**config.mk**
```make
export PLATFORM = sky130hd
export DESIGN_NAME = rfsh_sched
export DESIGN_NICKNAME = d
export VERILOG_FILES = /design/src/rtl/rfsh_pkg.sv /design/src/rtl/rfsh_timer.sv /design/src/rtl/rfsh_debt.sv /design/src/rtl/rfsh_row.sv /design/src/rtl/rfsh_sched.sv
export SDC_FILE = /design/constraint.sdc
export NUM_CORES = 1
export LEC_CHECK = 0
export BUFFER_PORTS_ARGS = -buffer_cell sky130_fd_sc_hd__buf_2
export CAP_MARGIN = 40
export CELL_PAD_IN_SITES_DETAIL_PLACEMENT = 0
export CELL_PAD_IN_SITES_GLOBAL_PLACEMENT = 1
export CORE_UTILIZATION = 35
export CTS_CLUSTER_SIZE = 14
export DETAILED_ROUTE_END_ITERATION = 10
export HOLD_SLACK_MARGIN = 0.1
export PLACE_DENSITY_LB_ADDON = 0.2
export SLEW_MARGIN = 40
export SYNTH_ARGS = -nofsm -noshare
export SYNTH_HDL_FRONTEND = slang
export SYNTH_SLANG_ARGS = --single-unit
```
**constraint.sdc**
```tcl
create_clock -name clk -period 5.1 [get_ports clk]
set_input_delay 1.02 -clock clk [delete_from_list [all_inputs] [get_ports clk]]
set_output_delay 1.02 -clock clk [all_outputs]
set_load 0.01 [all_outputs]
```
**src/rtl/rfsh_pkg.sv**
```systemverilog
package rfsh_pkg;

    typedef enum logic [1:0] {
        MODE_DIST     = 2'b00,
        MODE_BURST    = 2'b01,
        MODE_EXT      = 2'b10,
        MODE_DIST_ALT = 2'b11
    } rfsh_mode_e;

    function automatic int cycles_per_row(int clk_mhz, int retention_us, int rows);
        return (clk_mhz * retention_us) / rows;
    endfunction

    function automatic int debt_width(int rows, int max_debt);
        return $clog2(2 * rows + max_debt + 1);
    endfunction

    function automatic logic wide_cap(rfsh_mode_e m);
        return (m == MODE_BURST) || (m == MODE_EXT);
    endfunction

endpackage

```
**src/rtl/rfsh_timer.sv**
```systemverilog
module rfsh_timer
    import rfsh_pkg::*;
#(
    parameter int INTERVAL = 31,
    parameter int ROWS     = 16
) (
    input  logic       clk,
    input  logic       rst,
    input  rfsh_mode_e mode,
    output logic       tick
);
    localparam int SWEEP = INTERVAL * ROWS;
    localparam int CNT_W = $clog2(SWEEP + 1);
    localparam logic [CNT_W-1:0] LAST_ROW_CYC   = CNT_W'(INTERVAL - 1);
    localparam logic [CNT_W-1:0] LAST_SWEEP_CYC = CNT_W'(SWEEP - 1);

    logic [CNT_W-1:0] cnt;

    always_comb begin
        unique case (mode)
            MODE_EXT:   tick = 1'b0;
            MODE_BURST: tick = (cnt >= LAST_SWEEP_CYC);
            default:    tick = (cnt >= LAST_ROW_CYC);
        endcase
    end

    always_ff @(posedge clk) begin
        if (rst || mode == MODE_EXT || tick) begin
            cnt <= '0;
        end else begin
            cnt <= cnt + 1'b1;
        end
    end

endmodule

```
**src/rtl/rfsh_debt.sv**
```systemverilog
module rfsh_debt
    import rfsh_pkg::*;
#(
    parameter int ROWS     = 16,
    parameter int MAX_DEBT = 8,
    parameter int PORTION  = 4,
    parameter int W        = 6
) (
    input  logic         clk,
    input  logic         rst,
    input  rfsh_mode_e   mode,
    input  logic         tick,
    input  logic         ext_tick,
    input  logic         take,
    output logic [W-1:0] debt
);
    localparam logic [W:0] CAP_NARROW = (W+1)'(MAX_DEBT);
    localparam logic [W:0] CAP_WIDE   = (W+1)'(ROWS + MAX_DEBT);
    localparam logic [W:0] ADD_ONE    = (W+1)'(1);
    localparam logic [W:0] ADD_SWEEP  = (W+1)'(ROWS);
    localparam logic [W:0] ADD_PART   = (W+1)'(PORTION);

    logic [W:0] add;
    logic [W:0] sum;
    logic [W:0] cap;

    always_comb begin
        if (tick) begin
            add = (mode == MODE_BURST) ? ADD_SWEEP : ADD_ONE;
        end else if (mode == MODE_EXT && ext_tick) begin
            add = ADD_PART;
        end else begin
            add = '0;
        end
        cap = wide_cap(mode) ? CAP_WIDE : CAP_NARROW;
        sum = {1'b0, debt} + add - {{W{1'b0}}, take};
    end

    always_ff @(posedge clk) begin
        if (rst) begin
            debt <= '0;
        end else if (sum > cap) begin
            debt <= cap[W-1:0];
        end else begin
            debt <= sum[W-1:0];
        end
    end

endmodule

```
**src/rtl/rfsh_row.sv**
```systemverilog
module rfsh_row #(
    parameter int ROWS = 16,
    parameter int RW   = 4
) (
    input  logic          clk,
    input  logic          rst,
    input  logic          step,
    output logic [RW-1:0] row
);
    localparam logic [RW-1:0] LAST = RW'(ROWS - 1);

    always_ff @(posedge clk) begin
        if (rst) begin
            row <= '0;
        end else if (step) begin
            row <= (row == LAST) ? '0 : row + 1'b1;
        end
    end

endmodule

```
**src/rtl/rfsh_sched.sv**
```systemverilog
module rfsh_sched
    import rfsh_pkg::*;
#(
    parameter int ROWS         = 16,
    parameter int CLK_MHZ      = 250,
    parameter int RETENTION_US = 2,
    parameter int MAX_DEBT     = 8,
    parameter int PORTION      = 4
) (
    input  logic                                           clk,
    input  logic                                           rst,
    input  logic [1:0]                                     mode_i,
    input  logic                                           ext_tick_i,
    input  logic                                           grant_i,
    output logic                                           req_o,
    output logic                                           urgent_o,
    output logic [$clog2(ROWS)-1:0]                        row_o,
    output logic [$clog2(2*ROWS+MAX_DEBT+1)-1:0]           debt_o
);
    localparam int INTERVAL = cycles_per_row(CLK_MHZ, RETENTION_US, ROWS);
    localparam int RW       = $clog2(ROWS);
    localparam int DW       = debt_width(ROWS, MAX_DEBT);
    localparam logic [DW-1:0] URGENT_AT = DW'(MAX_DEBT);

    rfsh_mode_e mode;
    logic       tick;
    logic       take;

    assign mode     = rfsh_mode_e'(mode_i);
    assign req_o    = (debt_o != '0);
    assign take     = req_o && grant_i;
    assign urgent_o = (debt_o >= URGENT_AT);

    rfsh_timer #(.INTERVAL(INTERVAL), .ROWS(ROWS)) u_timer (
        .clk  (clk),
        .rst  (rst),
        .mode (mode),
        .tick (tick)
    );

    rfsh_debt #(.ROWS(ROWS), .MAX_DEBT(MAX_DEBT), .PORTION(PORTION), .W(DW)) u_debt (
        .clk      (clk),
        .rst      (rst),
        .mode     (mode),
        .tick     (tick),
        .ext_tick (ext_tick_i),
        .take     (take),
        .debt     (debt_o)
    );

    rfsh_row #(.ROWS(ROWS), .RW(RW)) u_row (
        .clk  (clk),
        .rst  (rst),
        .step (take),
        .row  (row_o)
    );

endmodule

```
==> results.ini <==
[placed_design]
dpl.cell_count = 205
portBuffers = 17
gp_congestion = 0.734
hpwl_um = 1880

[critical_path]
cp_num_buf_inv = 3
cpLargestDelayFamily = adder cells
crit_arrival_ns = 4.27
path_depth = 17
crit_fanout = 5
r2r-end = u_debt.debt[4]$_SDFF_PP0_
worstReg2RegStart = u_debt.debt[3]$_SDFF_PP0_
crit_path_cell_trace = buf_2 -> inv_1 -> ha_1 -> a31oi_1 -> or2_2 -> nand3_1 -> ha_1 -> inv_1 -> ha_1 -> a21o_1 -> a21oi_1 -> xnor2_1 -> ha_1 -> nor4bb_1 -> and3_1 -> o2111ai_2 -> mux2i_1
ff2ff_path_depth = 14
critPathLaunch = mode_i[0]
endpoint = u_debt.debt[4]$_SDFF_PP0_
endpoint_kind = register
rrSetupSlack_ns = 1.09
cpPeakStageDelay_ns = 0.33
required_ns = 5.33
crit_type = in -> reg
cp_slowest_cell = ha_1
critical_path.most_common_cell = ha_1
startpoint_type = input port

[global_routing]
grt_use_met1_pct = 17.9
grt_max_degree = 12
antenna_found_initial = 0
grt-busiest-layer = met2
grtUsageTotal_pct = 14.3
met2_usage_pct = 24.7
grt_pass1_vias = 958
grt_overflow = 0
grt_pass1_wl_um = 4020
met3_usage_pct = 3.78

[sta]
drv_slew = 0
rsz0062_at_grt = no
fin_crit_sh_pct = 79.3
setup_tns_ns = 0
fin_skew_ns = 0.0100
slew-limit-headroom_pct = 57.6
setup_viol = 0
hold_viol_final = 0
tightest_slew_ns = 0.632
fmaxAchievable_ghz = 0.247
post-route-min-period_ns = 4.04

[synthesis]
synth_ff_type = dfxtp_1
synth_cells = 144
synth_cell_types = 43
syn_area_mm2 = 0.00124
synth_edf_count = 0
synth_nets = 166
yosysTopAreaCellShare_pct = 30.7
synth_sequential_area_ratio_pct = 30.7
synth-seq-cells = 19
post-synth-top-count-cell = dfxtp_1
ys_warn_count = 0
synth_top_cells_by_count = dfxtp_1 (19), nor2_1 (18), ha_1 (15), inv_1 (15), nand2_1 (9)
syn_avg_cell_area_um2 = 8.61
async_flop_share_pct = 0
synth.area.top_cells = dfxtp_1 (31%), ha_1 (15%), nor2_1 (5.4%), inv_1 (4.5%), xor2_1 (4.2%)
synth.largest_area_cell = dfxtp_1

[layout]
instances_no_fill = 209
drive_above_1_share_pct = 18.4
nNetsFinal = 186
n_antenna_cell = 0
area_delta_synth_final_pct = 13.0

[clock_tree]
cts_tree = done
htree_levels = 1
clkTransAtPathRegs_ns = 0.11
clk_latency_ns = 0.30
clock-sinks = 19
ctsRootBufferMaster = clkbuf_4
cts_resized = 0
cts_inserted_buffers = 3
hold_buffers = 0
clk_path_buf_depth = 2
post_cts_buffers = 0

[pwr]
p_switching_uw = 258
cellLeakagePower_nw = 0.641
power_density_mw_per_mm2 = 449
peakVddDrop_v = 0.000176
combinationalPowerShare_pct = 58.2
switching_share_pct = 41.0
pwr-share-clk_pct = 12.1
seq_power_share_pct = 29.7
p_int_uw = 371

[die]
fp.coreArea_mm2 = 0.00336
die_w_um = 61.5
start_util_pct = 36.9
rows = 21
ios = 18
die_area_mm2 = 0.00378
die_h_um = 61.5

[flow_run]
drv_cap = 0

[routing]
drt_pre_antenna_iters = 4
drt_wl_total_um = 2320
drtIter0Drc = 27
drc_errors = 0
antenna_left = 0
routedWlPerCell_um = 11.1
viasPerCell = 4.80
vias = 1004

[status]
outcome = finished clean

[worst_hold_path]
min_path_type = reg -> reg

cell usage in the layout, fill, tap and decap left out, types with 2 or more instances in the layout:
master and n:
clkbuf_4 3, or2_2 3, a21o_1 2, xnor2_1 4
nand2b_1 2, xor2_1 6, dfxtp_1 19, o21ai_0 2
nand3_1 8, nand2_1 9, nor3_1 2, nor2_1 18
a31oi_1 3, and3_1 3, a21oi_1 3, ha_1 15
mux2i_1 3, inv_1 15, nor3b_1 2, buf_2 17
layer usage:
metal	vias to the layer above	share of wire [%]
met5	-	0
met4	0	0.73
met3	2	3.8
met2	17	45
met1	446	50
li1	539	-
power groups by stage:
stage | logic, mW | clock network, mW | registers, mW
after floorplan | 0.283 | 0 | 0.194
after global placement | 0.361 | 0 | 0.190
after detailed placement | 0.369 | 0 | 0.191
after CTS | 0.372 | 0.0802 | 0.187
after global routing | 0.429 | 0.0878 | 0.190
final | 0.366 | 0.0761 | 0.187
flip-flops by register name, indices dropped and copies added, names as in the netlist:
signal       flops
u_row.row        4
u_debt.debt      6
u_timer.cnt      9
logic make-up after synthesis:
group           synth area share (%)
simple gates                    22.3
compound gates                  15.2
flops                           30.7
buf+inv                         5.25
fa+ha+maj                       16.8
xor+xnor                        7.06
mux                             2.42
other cells                    0.302
per-stage QoR:
step	power [mW]	hold slack (ns)	utilization, %	instance area, um^2	setup slack [ns]
after floorplan	0.478	0.453	-	1240	1.16
after global placement	0.550	0.485	40.8	1370	0.775
after detailed placement	0.560	0.491	40.8	1370	0.704
after CTS	0.639	0.519	41.7	1400	1.03
after global routing	0.706	0.549	41.7	1400	0.741
final	0.629	0.516	41.7	1400	1.06
worst min-delay path by stage:
stage / end / depth (start not counted) / slack, ns / from
final: u_timer.cnt[0]$_SDFF_PP0_ / 1 / 0.52 / u_timer.cnt[0]$_SDFF_PP0_
after global routing: u_timer.cnt[0]$_SDFF_PP0_ / 1 / 0.55 / u_timer.cnt[0]$_SDFF_PP0_
after detailed placement: u_timer.cnt[0]$_SDFF_PP0_ / 1 / 0.49 / u_timer.cnt[0]$_SDFF_PP0_
after floorplan: u_timer.cnt[0]$_SDFF_PP0_ / 1 / 0.45 / u_timer.cnt[0]$_SDFF_PP0_
after CTS: u_timer.cnt[0]$_SDFF_PP0_ / 1 / 0.52 / u_timer.cnt[0]$_SDFF_PP0_
after global placement: u_row.row[3]$_SDFFE_PP0P_ / 1 / 0.49 / u_row.row[3]$_SDFFE_PP0P_
cell type report:
class,count,area (um^2)
sequential,19,380
fill,354,1960
multi-input combinational,108,795
clock buffer,3,22.5
timing repair buffer,17,85.1
inverter,15,56.3
tap,46,57.6
clock inverter,1,5.00
worst reg2reg max path, cell delays in order, from the launching register on:
cell and delay, ns:
dfxtp_1 0.37, or3_4 0.42, o41a_1 0.43, ha_1 0.32
inv_1 0.04, ha_1 0.22, fa_1 0.42, a21o_1 0.19
a21oi_1 0.16, xnor2_1 0.16, ha_1 0.28, nor4bb_1 0.14
and3_1 0.19, o2111ai_2 0.31, mux2i_1 0.28
(Power assumes the default switching activity.)
